<file path="config.mk">
export PLATFORM = sky130hd
export DESIGN_NAME = cpu_temp_status
export DESIGN_NICKNAME = d
export VERILOG_FILES = /design/src/rtl/cts_pkg.sv /design/src/rtl/cts_limit_regs.sv /design/src/rtl/cts_chan_eval.sv /design/src/rtl/cts_status_regs.sv /design/src/rtl/cpu_temp_status.sv
export SDC_FILE = /design/constraint.sdc
export NUM_CORES = 1
export LEC_CHECK = 0
export ABC_AREA = 0
export BUFFER_PORTS_ARGS = -buffer_cell sky130_fd_sc_hd__buf_2
export CORE_MARGIN = 1
export CORE_UTILIZATION = 50
export DETAILED_ROUTE_END_ITERATION = 16
export PLACE_DENSITY_LB_ADDON = 0.3
export SKIP_LAST_GASP = 1
export SYNTH_ARGS = -nofsm -noshare
export SYNTH_HDL_FRONTEND = slang
export SYNTH_SLANG_ARGS = --single-unit
export TNS_END_PERCENT = 5
</file>
<file path="constraint.sdc">
create_clock -name clk -period 3.2 [get_ports clk]
set_input_delay 0.96 -clock clk [delete_from_list [all_inputs] [get_ports clk]]
set_output_delay 0.96 -clock clk [all_outputs]
set_load 0.005 [all_outputs]
</file>
<file path="src/rtl/cts_pkg.sv">
// Package: shared constants for the temperature channel status block.
// Assumes byte-wide host registers and a fixed bit layout that a host
// driver decodes.
package cts_pkg;
    localparam int REG_W        = 8;
    // status/mask register A bit positions
    localparam int BIT_CH0_LIM  = 0;
    localparam int BIT_DATA_ERR = 1;
    localparam int BIT_XFER_ERR = 2;
    // status/mask register B: channel k (k>=1) uses bit CHB_BASE + k - 1
    localparam int CHB_BASE     = 3;

    typedef enum logic {
        SEL_A = 1'b0,
        SEL_B = 1'b1
    } reg_sel_e;
endpackage

</file>
<file path="src/rtl/cts_limit_regs.sv">
// Module: cts_limit_regs
// Holds a signed low and high limit per channel. It assumes one write per
// cycle. After reset the limits are the extreme signed values, so no
// reading can violate them.
module cts_limit_regs #(
    parameter int NCH = 4,
    parameter int DW  = 16,
    localparam int CW = (NCH > 1) ? $clog2(NCH) : 1
) (
    input  logic                    clk,
    input  logic                    rst_n,
    input  logic                    wr_en,
    input  logic [CW-1:0]           wr_ch,
    input  logic                    wr_hi,
    input  logic [DW-1:0]           wr_data,
    output logic [NCH-1:0][DW-1:0]  lo_lim,
    output logic [NCH-1:0][DW-1:0]  hi_lim
);
    localparam logic [DW-1:0] LO_RST = {1'b1, {(DW-1){1'b0}}};
    localparam logic [DW-1:0] HI_RST = {1'b0, {(DW-1){1'b1}}};

    for (genvar c = 0; c < NCH; c++) begin : g_ch
        // Purpose: load the addressed limit of this channel.
        always_ff @(posedge clk) begin
            if (!rst_n) begin
                lo_lim[c] <= LO_RST;
                hi_lim[c] <= HI_RST;
            end else if (wr_en && (wr_ch == CW'(c))) begin
                if (wr_hi) hi_lim[c] <= wr_data;
                else       lo_lim[c] <= wr_data;
            end
        end
    end
endmodule

</file>
<file path="src/rtl/cts_chan_eval.sv">
// Module: cts_chan_eval
// Classifies one channel's reading. It either falls in the reserved
// error-code band or, as a signed value, lies outside [lo, hi]. The module is
// purely combinational and assumes the limits are stable during the cycle.
module cts_chan_eval #(
    parameter int DW       = 16,
    parameter int ERR_SPAN = 4
) (
    input  logic          vld,
    input  logic [DW-1:0] data,
    input  logic [DW-1:0] lo,
    input  logic [DW-1:0] hi,
    output logic          data_err,
    output logic          lim_viol
);
    localparam logic [DW-1:0] ERR_LO = {1'b1, {(DW-1){1'b0}}};
    localparam logic [DW-1:0] ERR_HI = ERR_LO + DW'(ERR_SPAN - 1);

    logic in_band;
    logic outside;

    // Purpose: detect the reserved band and the signed window violation.
    always_comb begin
        in_band  = (data >= ERR_LO) && (data <= ERR_HI);
        outside  = ($signed(data) > $signed(hi)) || ($signed(data) < $signed(lo));
        data_err = vld && in_band;
        lim_viol = vld && !in_band && outside;
    end
endmodule

</file>
<file path="src/rtl/cts_status_regs.sv">
// Module: cts_status_regs
// Sticky status registers A and B, their masks and the alert output. It
// assumes at most NCH-1 channels map into register B. On the same edge a
// set beats a clear-on-read.
module cts_status_regs
    import cts_pkg::*;
#(
    parameter int NCH = 4
) (
    input  logic              clk,
    input  logic              rst_n,
    input  logic [NCH-1:0]    viol,
    input  logic              any_data_err,
    input  logic              any_xfer_err,
    input  logic              rd_en,
    input  logic              rd_sel,
    input  logic              msk_en,
    input  logic              msk_sel,
    input  logic [REG_W-1:0]  msk_data,
    output logic [REG_W-1:0]  stat_a,
    output logic [REG_W-1:0]  stat_b,
    output logic              alert_n
);
    logic [REG_W-1:0] set_a, set_b, clr_a, clr_b;
    logic [REG_W-1:0] mask_a, mask_b;

    // Purpose: route event sources to their fixed bit positions.
    always_comb begin
        set_a = '0;
        set_b = '0;
        set_a[BIT_CH0_LIM]  = viol[0];
        set_a[BIT_DATA_ERR] = any_data_err;
        set_a[BIT_XFER_ERR] = any_xfer_err;
        for (int k = 1; k < NCH; k++) begin
            set_b[CHB_BASE + k - 1] = viol[k];
        end
        clr_a = {REG_W{rd_en && (rd_sel == SEL_A)}};
        clr_b = {REG_W{rd_en && (rd_sel == SEL_B)}};
    end

    // Purpose: sticky status update, clear-on-read with set priority.
    always_ff @(posedge clk) begin
        if (!rst_n) begin
            stat_a <= '0;
            stat_b <= '0;
        end else begin
            stat_a <= (stat_a & ~clr_a) | set_a;
            stat_b <= (stat_b & ~clr_b) | set_b;
        end
    end

    // Purpose: host-written alert masks.
    always_ff @(posedge clk) begin
        if (!rst_n) begin
            mask_a <= '0;
            mask_b <= '0;
        end else if (msk_en) begin
            if (msk_sel == SEL_B) mask_b <= msk_data;
            else                  mask_a <= msk_data;
        end
    end

    // Purpose: active-low alert from any unmasked sticky bit.
    always_comb begin
        alert_n = ~(|(stat_a & ~mask_a) | |(stat_b & ~mask_b));
    end
endmodule

</file>
<file path="src/rtl/cpu_temp_status.sv">
// Module: cpu_temp_status (top)
// Evaluates four temperature channels against signed limits and the reserved
// error band, collects sticky status and drives an active-low alert. It
// assumes the readings and flags are single-cycle and synchronous to clk.
module cpu_temp_status
    import cts_pkg::*;
#(
    parameter int NCH      = 4,
    parameter int DW       = 16,
    parameter int ERR_SPAN = 4,
    localparam int CW      = (NCH > 1) ? $clog2(NCH) : 1
) (
    input  logic                clk,
    input  logic                rst_n,
    input  logic [NCH-1:0]      smp_valid,
    input  logic [NCH*DW-1:0]   smp_data,
    input  logic [NCH-1:0]      fcs_bad,
    input  logic [NCH-1:0]      link_fail,
    input  logic                lim_we,
    input  logic [CW-1:0]       lim_ch,
    input  logic                lim_hi_sel,
    input  logic [DW-1:0]       lim_wdata,
    input  logic                msk_we,
    input  logic                msk_sel,
    input  logic [REG_W-1:0]    msk_wdata,
    input  logic                host_rd,
    input  logic                host_sel,
    output logic [REG_W-1:0]    host_rdata,
    output logic                alert_n
);
    logic [NCH-1:0][DW-1:0] lo_lim, hi_lim;
    logic [NCH-1:0]         derr, viol;
    logic [REG_W-1:0]       stat_a, stat_b;
    logic                   any_derr, any_xerr;

    cts_limit_regs #(.NCH(NCH), .DW(DW)) u_lims (
        .clk     (clk),
        .rst_n   (rst_n),
        .wr_en   (lim_we),
        .wr_ch   (lim_ch),
        .wr_hi   (lim_hi_sel),
        .wr_data (lim_wdata),
        .lo_lim  (lo_lim),
        .hi_lim  (hi_lim)
    );

    for (genvar c = 0; c < NCH; c++) begin : g_eval
        cts_chan_eval #(.DW(DW), .ERR_SPAN(ERR_SPAN)) u_eval (
            .vld      (smp_valid[c]),
            .data     (smp_data[c*DW +: DW]),
            .lo       (lo_lim[c]),
            .hi       (hi_lim[c]),
            .data_err (derr[c]),
            .lim_viol (viol[c])
        );
    end

    // Purpose: merge per-channel error sources into the shared bits.
    always_comb begin
        any_derr = |derr;
        any_xerr = |(fcs_bad | link_fail);
    end

    cts_status_regs #(.NCH(NCH)) u_stat (
        .clk          (clk),
        .rst_n        (rst_n),
        .viol         (viol),
        .any_data_err (any_derr),
        .any_xfer_err (any_xerr),
        .rd_en        (host_rd),
        .rd_sel       (host_sel),
        .msk_en       (msk_we),
        .msk_sel      (msk_sel),
        .msk_data     (msk_wdata),
        .stat_a       (stat_a),
        .stat_b       (stat_b),
        .alert_n      (alert_n)
    );

    // Purpose: host read mux.
    always_comb begin
        host_rdata = (host_sel == SEL_B) ? stat_b : stat_a;
    end
endmodule

</file>
==> impl_metrics.ini <==
[timing]
min_period_ps = 2740
clock_skew_ps = 9.54
fin_tns_setup_ps = 0
drv_slew = 0
setup_viol = 0
tightest_slew_ps = 1010
fmax_mhz = 365
post-route-period-util = 0.855
finalHoldViolations = 0
rsz0062_at_grt = false
slew_headroom = 0.324

[route]
viasPerCell = 5.52
drt-total-wl_microns = 24600
drc_errors = 0
drt_iter0_drc = 463
vias = 8243
dr.pass1.iters = 5
ant_nets = 0
wl_per_cell_microns = 16.5

[clock_tree]
clk-insertion-delay-late_ps = 420
clk_pin_slew_worst_paths_ps = 60
ctsHtreeMaxLevel = 4
post_cts_buffers = 0
holdBufCountCts = 0
cts_buffer_depth = 2
cts_buffers = 17
clockRootBuffer = clkbuf_16
cts.sinks = 160
post_cts_resized = 0
cts_tree = done

[floorplanning]
start_util = 0.509
coreArea_sq_um = 18000
core.rowCount = 49
die-area_sq_um = 18800
ioPinCount = 119
die_w_microns = 137
die_h_microns = 137

[min_path]
min_path_type = flip-flop to flip-flop

[synth]
synth_edf_count = 0
synthFlopType = dfxtp_1
seq_area_frac_synth = 0.350
synthTopCellsByCount = nand2_1 (238), dfxtp_1 (160), inv_1 (150)
yosysMostFrequentCell = nand2_1
synthTopCellsByArea = dfxtp_1 (35%), ha_1 (17%), nand2_1 (9.8%), a21oi_1 (6.6%), inv_1 (6.2%)
yosys_warnings = 0
netlist_area_sq_um = 9150
synthArstFlopShare = 0
yosysUniqueCellTypes = 50
netlist.area_leader.share = 0.350
syn_inst = 1162
yosys.area.top_type = dfxtp_1
ys_seq_elements = 160
synth_area_per_cell_sq_um = 7.87
synth_nets = 1396

[placed_design]
dp_hpwl_microns = 17600
place_congestion = 0.898
placed_cell_area_sq_um = 9880
port_buffers = 118

[setup_path]
cp_max_fo = 2
start_kind = flip-flop
path_buf_inv = 2
crit_required_ps = 2240
cpLargestDelayFamily = simple AND/OR/NAND/NOR gates
arrival_ps = 1780
crit_slowest_cell = or4_1
path_cells = inv_1, o22ai_1, or4_1, nor4_1, buf_2
endpoint_kind = output pin
crit_type = flip-flop to output pin
max_stage_delay_ps = 510

[power_and_ir_drop]
power_frac_comb = 0.128
p_sw_mw = 1.22
p_sw_frac = 0.253
power.internal_mw = 3.61
leakage_nw = 4.67
pwr-share-clk = 0.441
seqPwrFrac = 0.431
peakVddDrop_uv = 385
powerDensity_nw_per_um2 = 460

[grt]
grt_max_degree = 83
gr-total-overflow = 0
grt_pass1_vias = 7440
antenna_found_initial = 3
grtUsageTotal = 0.266
grt_first_pass_wirelength_microns = 38000

[cells_and_area]
fin_area_sq_um = 10500
drive_gt1_frac = 0.135
syn_to_final_growth_pct = 14.8
final_nets = 1484

[run]
drv_cap = 0

[status]
outcome = complete, no violations
[placed cells by master, fill, tap and decap left out, drive strengths merged, types with 2 or more instances in the layout]
cell and n:
nand2 238, dfxtp 160, inv 150, buf 129
ha 124, a21oi 120, o211ai 64, nor2 31
nand4 29, nand3 26, o21ai 25, clkbuf 20
nor4 16, a21o 15, nand2b 12, and3 11
nor2b 10, mux2i 9, o22ai 8, a211oi 7
and2 5, clkinv 5, or4 4, nor4b 4
a221oi 4, bufinv 4, nor3 4, diode 3
a311oi 3, a2111oi 3, a31oi 2, o21bai 2
a2111o 2, clkinvlp 2, mux2 2
[area by class of cell]
type | count | area, sq um
inverter | 150 | 563
antenna | 3 | 7.51
tap | 229 | 287
clock buffer | 20 | 447
clock inverter | 11 | 164
timing repair buffer | 129 | 686
fill | 1651 | 7460
multi-input combinational | 792 | 5140
sequential | 160 | 3200
[registers in the layout (all words and copies together) (netlist names)]
register	cells
u_stat.mask_b	8
u_stat.stat_a	8
u_stat.mask_a	8
u_stat.stat_b	8
u_lims.lo_lim	64
u_lims.hi_lim	64
[routing by layer]
layer	vias to the layer above	routed length [microns]	track usage
met5	-	8	0
met4	2	431	0.0800
met3	36	1470	0.0567
met2	214	11800	0.451
met1	3823	10900	0.337
li1	4168	-	-
[worst register-to-register path: cells and delay by family, from the launching register on]
| kind | cells | cell delay, ps |
|---|---|---|
| multiplexers | 1 | 130 |
| buffers and inverters | 1 | 60 |
| adder cells (fa/ha/maj) | 1 | 280 |
| flip-flops | 1 | 340 |
| AND/OR/NAND/NOR | 1 | 210 |
| AO/OA/AOI/OAI | 4 | 1040 |
[power groups by stage]
stage	Combinational, mW	Clock (mW)	Sequential (mW)
final	0.619	2.13	2.08
after global routing	0.691	2.24	2.09
after CTS	0.616	2.15	2.08
after detailed placement	0.608	0	2.13
after global placement	0.594	0	2.13
after floorplan	0.380	0	2.12
[worst paths after layout]
kind         cells past startpoint              start           endpoint  slack [ps]
min reg2reg                      2  u_lims.lo_lim[33]  u_lims.lo_lim[33]         450
min                              2  u_lims.lo_lim[33]  u_lims.lo_lim[33]         450
max reg2reg                      8  u_lims.lo_lim[10]   u_stat.stat_a[0]        1040
max                              5   u_stat.stat_a[0]            alert_n         460
[per-stage QoR]
step	cells	worst slack [ps]	hold WS, ps	utilization	power [mW]
global route	1492	299	470	0.584	5.02
CTS	1491	424	455	0.584	4.85
floorplan	1162	592	436	-	2.50
finish	1494	463	454	0.585	4.83
detailed placement	1460	340	446	0.550	2.74
global placement	1460	357	442	0.550	2.72
[cells by family (layout without fill, tap and decap cells)]
group                      Yosys count  after routing  synth area share
and+or+nand+nor                    394            394             0.197
AOI/OAI and AO/OA                  263            263             0.182
muxes                               11             11            0.0123
adders and majority gates          124            124             0.170
DFF                                160            160             0.350
other                                0              3                 0
buffers and inverters              210            310            0.0884
No activity file was read; power rests on OpenSTA's default activity.
